`src/rtl/audio_clkgen_pkg.sv`:
```
package audio_clkgen_pkg;

    localparam int RATIO_HI    = 512;
    localparam int RATIO_LO    = 384;
    localparam int BITS_STD    = 32;
    localparam int BITS_WIDE   = 48;
    localparam int MULT_W      = 3;
    localparam int MULT_MAX_HI = 4;
    localparam int MULT_MAX_LO = 3;
    localparam int PHASE_W     = $clog2(2 * RATIO_HI);
    localparam int BDIV_W      = $clog2(RATIO_HI / BITS_STD) + 1;

    typedef enum logic {
        BASE_512 = 1'b0,
        BASE_384 = 1'b1
    } base_e;

    typedef struct packed {
        base_e             base;
        logic [MULT_W-1:0] mult;
        logic              wide;
    } clk_cfg_t;

    function automatic logic [PHASE_W-1:0] frame_last(base_e b);
        return (b == BASE_384) ? PHASE_W'(2 * RATIO_LO - 1)
                               : PHASE_W'(2 * RATIO_HI - 1);
    endfunction

    function automatic logic [BDIV_W-1:0] bit_half_last(clk_cfg_t c);
        if (c.base == BASE_384 && c.wide)
            return BDIV_W'(RATIO_LO / BITS_WIDE - 1);
        else if (c.base == BASE_384)
            return BDIV_W'(RATIO_LO / BITS_STD - 1);
        else
            return BDIV_W'(RATIO_HI / BITS_STD - 1);
    endfunction

    function automatic logic mult_ok(clk_cfg_t c);
        if (c.base == BASE_384)
            return c.mult <= MULT_W'(MULT_MAX_LO);
        else
            return c.mult <= MULT_W'(MULT_MAX_HI);
    endfunction

endpackage

```
`src/rtl/audio_clkgen_phase.sv`:
```
module audio_clkgen_phase
    import audio_clkgen_pkg::*;
(
    input  logic               clk,
    input  logic               rst,
    input  logic               hold,
    input  logic [PHASE_W-1:0] last,
    output logic [PHASE_W-1:0] phase,
    output logic               wrap
);
    assign wrap = (phase >= last);

    always_ff @(posedge clk) begin
        if (rst || hold)
            phase <= '0;
        else if (wrap)
            phase <= '0;
        else
            phase <= phase + PHASE_W'(1);
    end
endmodule

```
`src/rtl/audio_clkgen_mclk.sv`:
```
module audio_clkgen_mclk
    import audio_clkgen_pkg::*;
(
    input  logic [PHASE_W-1:0] phase,
    input  clk_cfg_t           cfg,
    output logic               mclk
);
    logic [PHASE_W-1:0] shifted;

    always_comb begin
        shifted = phase >> cfg.mult;
        mclk    = mult_ok(cfg) & shifted[0];
    end
endmodule

```
`src/rtl/audio_clkgen_bdiv.sv`:
```
module audio_clkgen_bdiv
    import audio_clkgen_pkg::*;
(
    input  logic              clk,
    input  logic              rst,
    input  logic              hold,
    input  logic              wrap,
    input  logic [BDIV_W-1:0] half_last,
    output logic              bclk
);
    logic [BDIV_W-1:0] bdiv;

    always_ff @(posedge clk) begin
        if (rst || hold || wrap) begin
            bdiv <= '0;
            bclk <= 1'b0;
        end else if (bdiv >= half_last) begin
            bdiv <= '0;
            bclk <= ~bclk;
        end else begin
            bdiv <= bdiv + BDIV_W'(1);
        end
    end
endmodule

```
`src/rtl/audio_clkgen.sv`:
```
module audio_clkgen
    import audio_clkgen_pkg::*;
(
    input  logic              clk,
    input  logic              rst,
    input  logic              run_i,
    input  logic              slave_i,
    input  logic              base384_i,
    input  logic [MULT_W-1:0] mult_i,
    input  logic              wide_i,
    input  logic              ext_bclk_i,
    input  logic              ext_fclk_i,
    output logic              mclk_o,
    output logic              bclk_o,
    output logic              fclk_o,
    output logic              clk_oe_o
);
    clk_cfg_t           cfg;
    logic               hold;
    logic               wrap;
    logic [PHASE_W-1:0] last;
    logic [PHASE_W-1:0] phase;
    logic               mclk_int;
    logic               bclk_int;
    logic               fclk_int;

    always_comb begin
        cfg.base = base_e'(base384_i);
        cfg.mult = mult_i;
        cfg.wide = wide_i;
        hold     = ~run_i | slave_i;
        last     = frame_last(cfg.base);
    end

    audio_clkgen_phase u_phase (
        .clk   (clk),
        .rst   (rst),
        .hold  (hold),
        .last  (last),
        .phase (phase),
        .wrap  (wrap)
    );

    audio_clkgen_mclk u_mclk (
        .phase (phase),
        .cfg   (cfg),
        .mclk  (mclk_int)
    );

    audio_clkgen_bdiv u_bdiv (
        .clk       (clk),
        .rst       (rst),
        .hold      (hold),
        .wrap      (wrap),
        .half_last (bit_half_last(cfg)),
        .bclk      (bclk_int)
    );

    // Second half of the frame carries the right channel.
    assign fclk_int = (phase > (last >> 1));

    always_comb begin
        clk_oe_o = ~slave_i;
        mclk_o   = ~hold & mclk_int;
        if (slave_i) begin
            bclk_o = ext_bclk_i;
            fclk_o = ext_fclk_i;
        end else begin
            bclk_o = run_i & bclk_int;
            fclk_o = run_i & fclk_int;
        end
    end
endmodule

```
`config.mk`:
```
export PLATFORM = sky130hd
export DESIGN_NAME = audio_clkgen
export DESIGN_NICKNAME = d
export VERILOG_FILES = /design/src/rtl/audio_clkgen_pkg.sv /design/src/rtl/audio_clkgen_phase.sv /design/src/rtl/audio_clkgen_mclk.sv /design/src/rtl/audio_clkgen_bdiv.sv /design/src/rtl/audio_clkgen.sv
export SDC_FILE = /design/constraint.sdc
export NUM_CORES = 1
export LEC_CHECK = 0
export ABC_AREA = 1
export BUFFER_PORTS_ARGS = -buffer_cell sky130_fd_sc_hd__buf_2
export CORE_AREA = 2 2 53 55
export CTS_CLUSTER_SIZE = 10
export DETAILED_ROUTE_END_ITERATION = 12
export DIE_AREA = 0 0 55 57
export GPL_TIMING_DRIVEN = 0
export PLACE_DENSITY = 0.74
export SYNTH_ARGS = -nofsm -noshare
export SYNTH_HDL_FRONTEND = slang
export SYNTH_HIERARCHICAL = 1
export SYNTH_SLANG_ARGS = --single-unit
```
`constraint.sdc`:
```
create_clock -name clk -period 4.6 [get_ports clk]
set_clock_uncertainty 0.1 [all_clocks]
set_input_delay 0.69 -clock clk [delete_from_list [all_inputs] [get_ports clk]]
set_output_delay 0.69 -clock clk [all_outputs]
set_load 0.005 [all_outputs]
```
==> reports/qor.yml <==
detailed_routing:
  vias: 1107
  drcViolationCount: 0
  wl_per_cell_um: 8.14
  drtIter0Drc: 14
  drt_wl_total_mm: 2.09
  ant_nets: 0
  drt_first_pass_iters: 4
  viasPerCell: 4.32
hold_path:
  min_delay_path_depth: 1
  hold_path.class: "register to register"
worst_setup_path:
  critPathKind: "input pin to output port"
  path_max_fanout: 4
  cp_data_arrival_time_ns: 1.54
  worstPathCellList: "buf_2 -> ha_1 -> nand2_1 -> nor2_1 -> nand3_1 -> nand2_1 -> nand2_1 -> buf_2"
  cp-start-kind: "input pin"
  cp_common_cell: "nand2_1"
  required_ns: 3.81
  cp_slowest_cell: "ha_1"
  cpPeakStageDelay_ns: 0.27
  end_kind: "output port"
  path_buf_inv: 2
  r2r_cells: 7
  worst-path-stages: 8
  crit_family: "simple AND/OR/NAND/NOR gates"
finish:
  fin_nets: 255
  syn_to_final_growth_pct: 13.7
  drive_gt1_share_pct: 18.2
  fin_util_pct: 58.0
  num_antenna_cells: 0
power_and_ir_drop:
  leakage_nw: 0.844
  finalPower_uw: 268
  p_per_area_nw_per_um2: 176
  max-vdd-ir-drop_mv: 0.180
grt:
  grt_max_degree: 11
  grt_overflow: 0
  grt_pass1_wl_mm: 3.58
  grt_use_total_pct: 15.4
  antenna_found_initial: 0
  grt_pass1_vias: 925
clocking:
  cts_tree: "done"
  cts_root_buf: "clkbuf_4"
  cts_sinks: 16
  hold_buffers: 0
  path_clk_slew_ns: 0.09
  cts.htree.levels: 1
  cts.repair.resized: 0
  cts_setup_buffers: 0
  clock_latency_ns: 0.28
  cts_made_buffers: 3
  clockBufferDepth: 2
yosys:
  yosysWarnings: 6
  synth-adder-area-share_pct: 16.9
  synth_top_area_share_pct: 24.0
  synth_area_leaders: "dfxtp_1 (24%), ha_1 (17%), nand2_1 (14%)"
  netlist_instances: 197
  async_flop_share_pct: 0
  ys_dominant_reg_cell: "dfxtp_1"
  synth_edf_count: 0
  synth_top_family_by_area: "simple AND/OR/NAND/NOR gates"
  ys_seq_elements: 16
  synth_xor_area_share_pct: 5.25
  ys_seq_area_share_pct: 24.0
  avgSynthCellArea_um2: 6.78
  syn_area_um2: 1340
  synth_top_cell_by_area: "dfxtp_1"
  synthSimpleGateAreaFrac_pct: 38.1
  synth_compound_area_share_pct: 3.75
  synthTopCellsByCount: "nand2_1 (49), inv_1 (39), nor2_1 (24), ha_1 (18), dfxtp_1 (16)"
  synthMuxAreaShare_pct: 0
  synth.most_common_cell: "nand2_1"
  ys_types: 25
floorplan:
  ioPinCount: 15
  dieArea_um2: 3140
  initial_core_util_pct: 51.1
  die_w_um: 55
  die_h_um: 57
  core.rowCount: 19
  core_um2: 2620
job:
  cap_viol_max_count: 0
place:
  place.gp.congestion: 0.733
  place_hpwl_mm: 1.77
  portBuffers: 14
timing:
  final_hold_viol_count: 0
  setup_tns_ns: 0
  timing.final.max_slew_violations: 0
  period_share_pct: 50.7
  hold_ws_ns: 0.386
  setup_viol: 0
  fmax_mhz: 429
  fin_crit_ns: 2.33
  rsz0062_at_grt: "false"
status:
  outcome: "finished clean"
-- cell families (layout without fill, tap and decap cells) --
group | Yosys count | count (layout)
XOR/XNOR | 8 | 8
buffers and inverters | 41 | 59
AO/OA/AOI/OAI | 7 | 7
AND/OR/NAND/NOR | 105 | 105
flip-flops | 16 | 16
other | 2 | 12
adder cells (fa/ha/maj) | 18 | 18
-- report_power, final --
| group | switching [mW] | internal [mW] | leakage [nW] |
|---|---|---|---|
| logic | 0.0206 | 0.0146 | 0.693 |
| clock network | 0.0436 | 0.0482 | 0.0210 |
| registers | 0.00132 | 0.139 | 0.129 |
| total | 0.0655 | 0.202 | 0.844 |
-- path summary, 6_finish.rpt --
kind | startpoint | to | slack (ns)
worst max-delay path | base384_i | fclk_o | 2.27
worst min-delay path | u_bdiv/bdiv[0] | u_bdiv/bdiv[0] | 0.39
worst max register to register | u_phase/phase[9] | u_bdiv/bdiv[2] | 2.89
worst min register to register | u_bdiv/bdiv[0] | u_bdiv/bdiv[0] | 0.39
-- stage by stage --
stage | setup WS [ns] | instance area (um^2) | std cells
2_1_floorplan | 2.56 | 1370 | 207
4_1_cts | 2.26 | 1520 | 256
6_report | 2.27 | 1520 | 256
3_3_place_gp | 2.26 | 1480 | 252
5_1_grt | 2.22 | 1520 | 256
3_5_place_dp | 2.26 | 1480 | 252
-- layout make-up --
class	count	area, um^2
fillers	259	1100
multi-input cells	150	898
flip-flops and latches	16	320
inverters	41	154
repair buffers	14	70.1
well taps	31	38.8
clock buffers	4	36.3
-- placed cells by master, fill, tap and decap left out, types with 5 or more instances in the layout --
cell type	instances
buf_2	14
conb_1	12
dfxtp_1	16
ha_1	18
inv_1	39
nand2_1	49
nand2_2	5
nand3_1	9
nor2_1	24
nor2_2	7
xor2_1	6
-- per-layer routing --
metal / part of all wire [%] / wire [um] / track usage, % / vias to the layer above
met5: 0 / 0 / 0 / -
met4: 0.48 / 10 / 4.18 / 0
met3: 3.5 / 74 / 4.71 / 2
met2: 44 / 925 / 23.3 / 12
met1: 52 / 1070 / 21.1 / 452
li1: - / - / - / 641
-- sequential cells by signal (all words and copies together) (netlist names) --
name / flops
u_bdiv/bclk: 1
u_bdiv/bdiv: 5
u_phase/phase: 10
No activity file was read; power rests on OpenSTA's default activity.
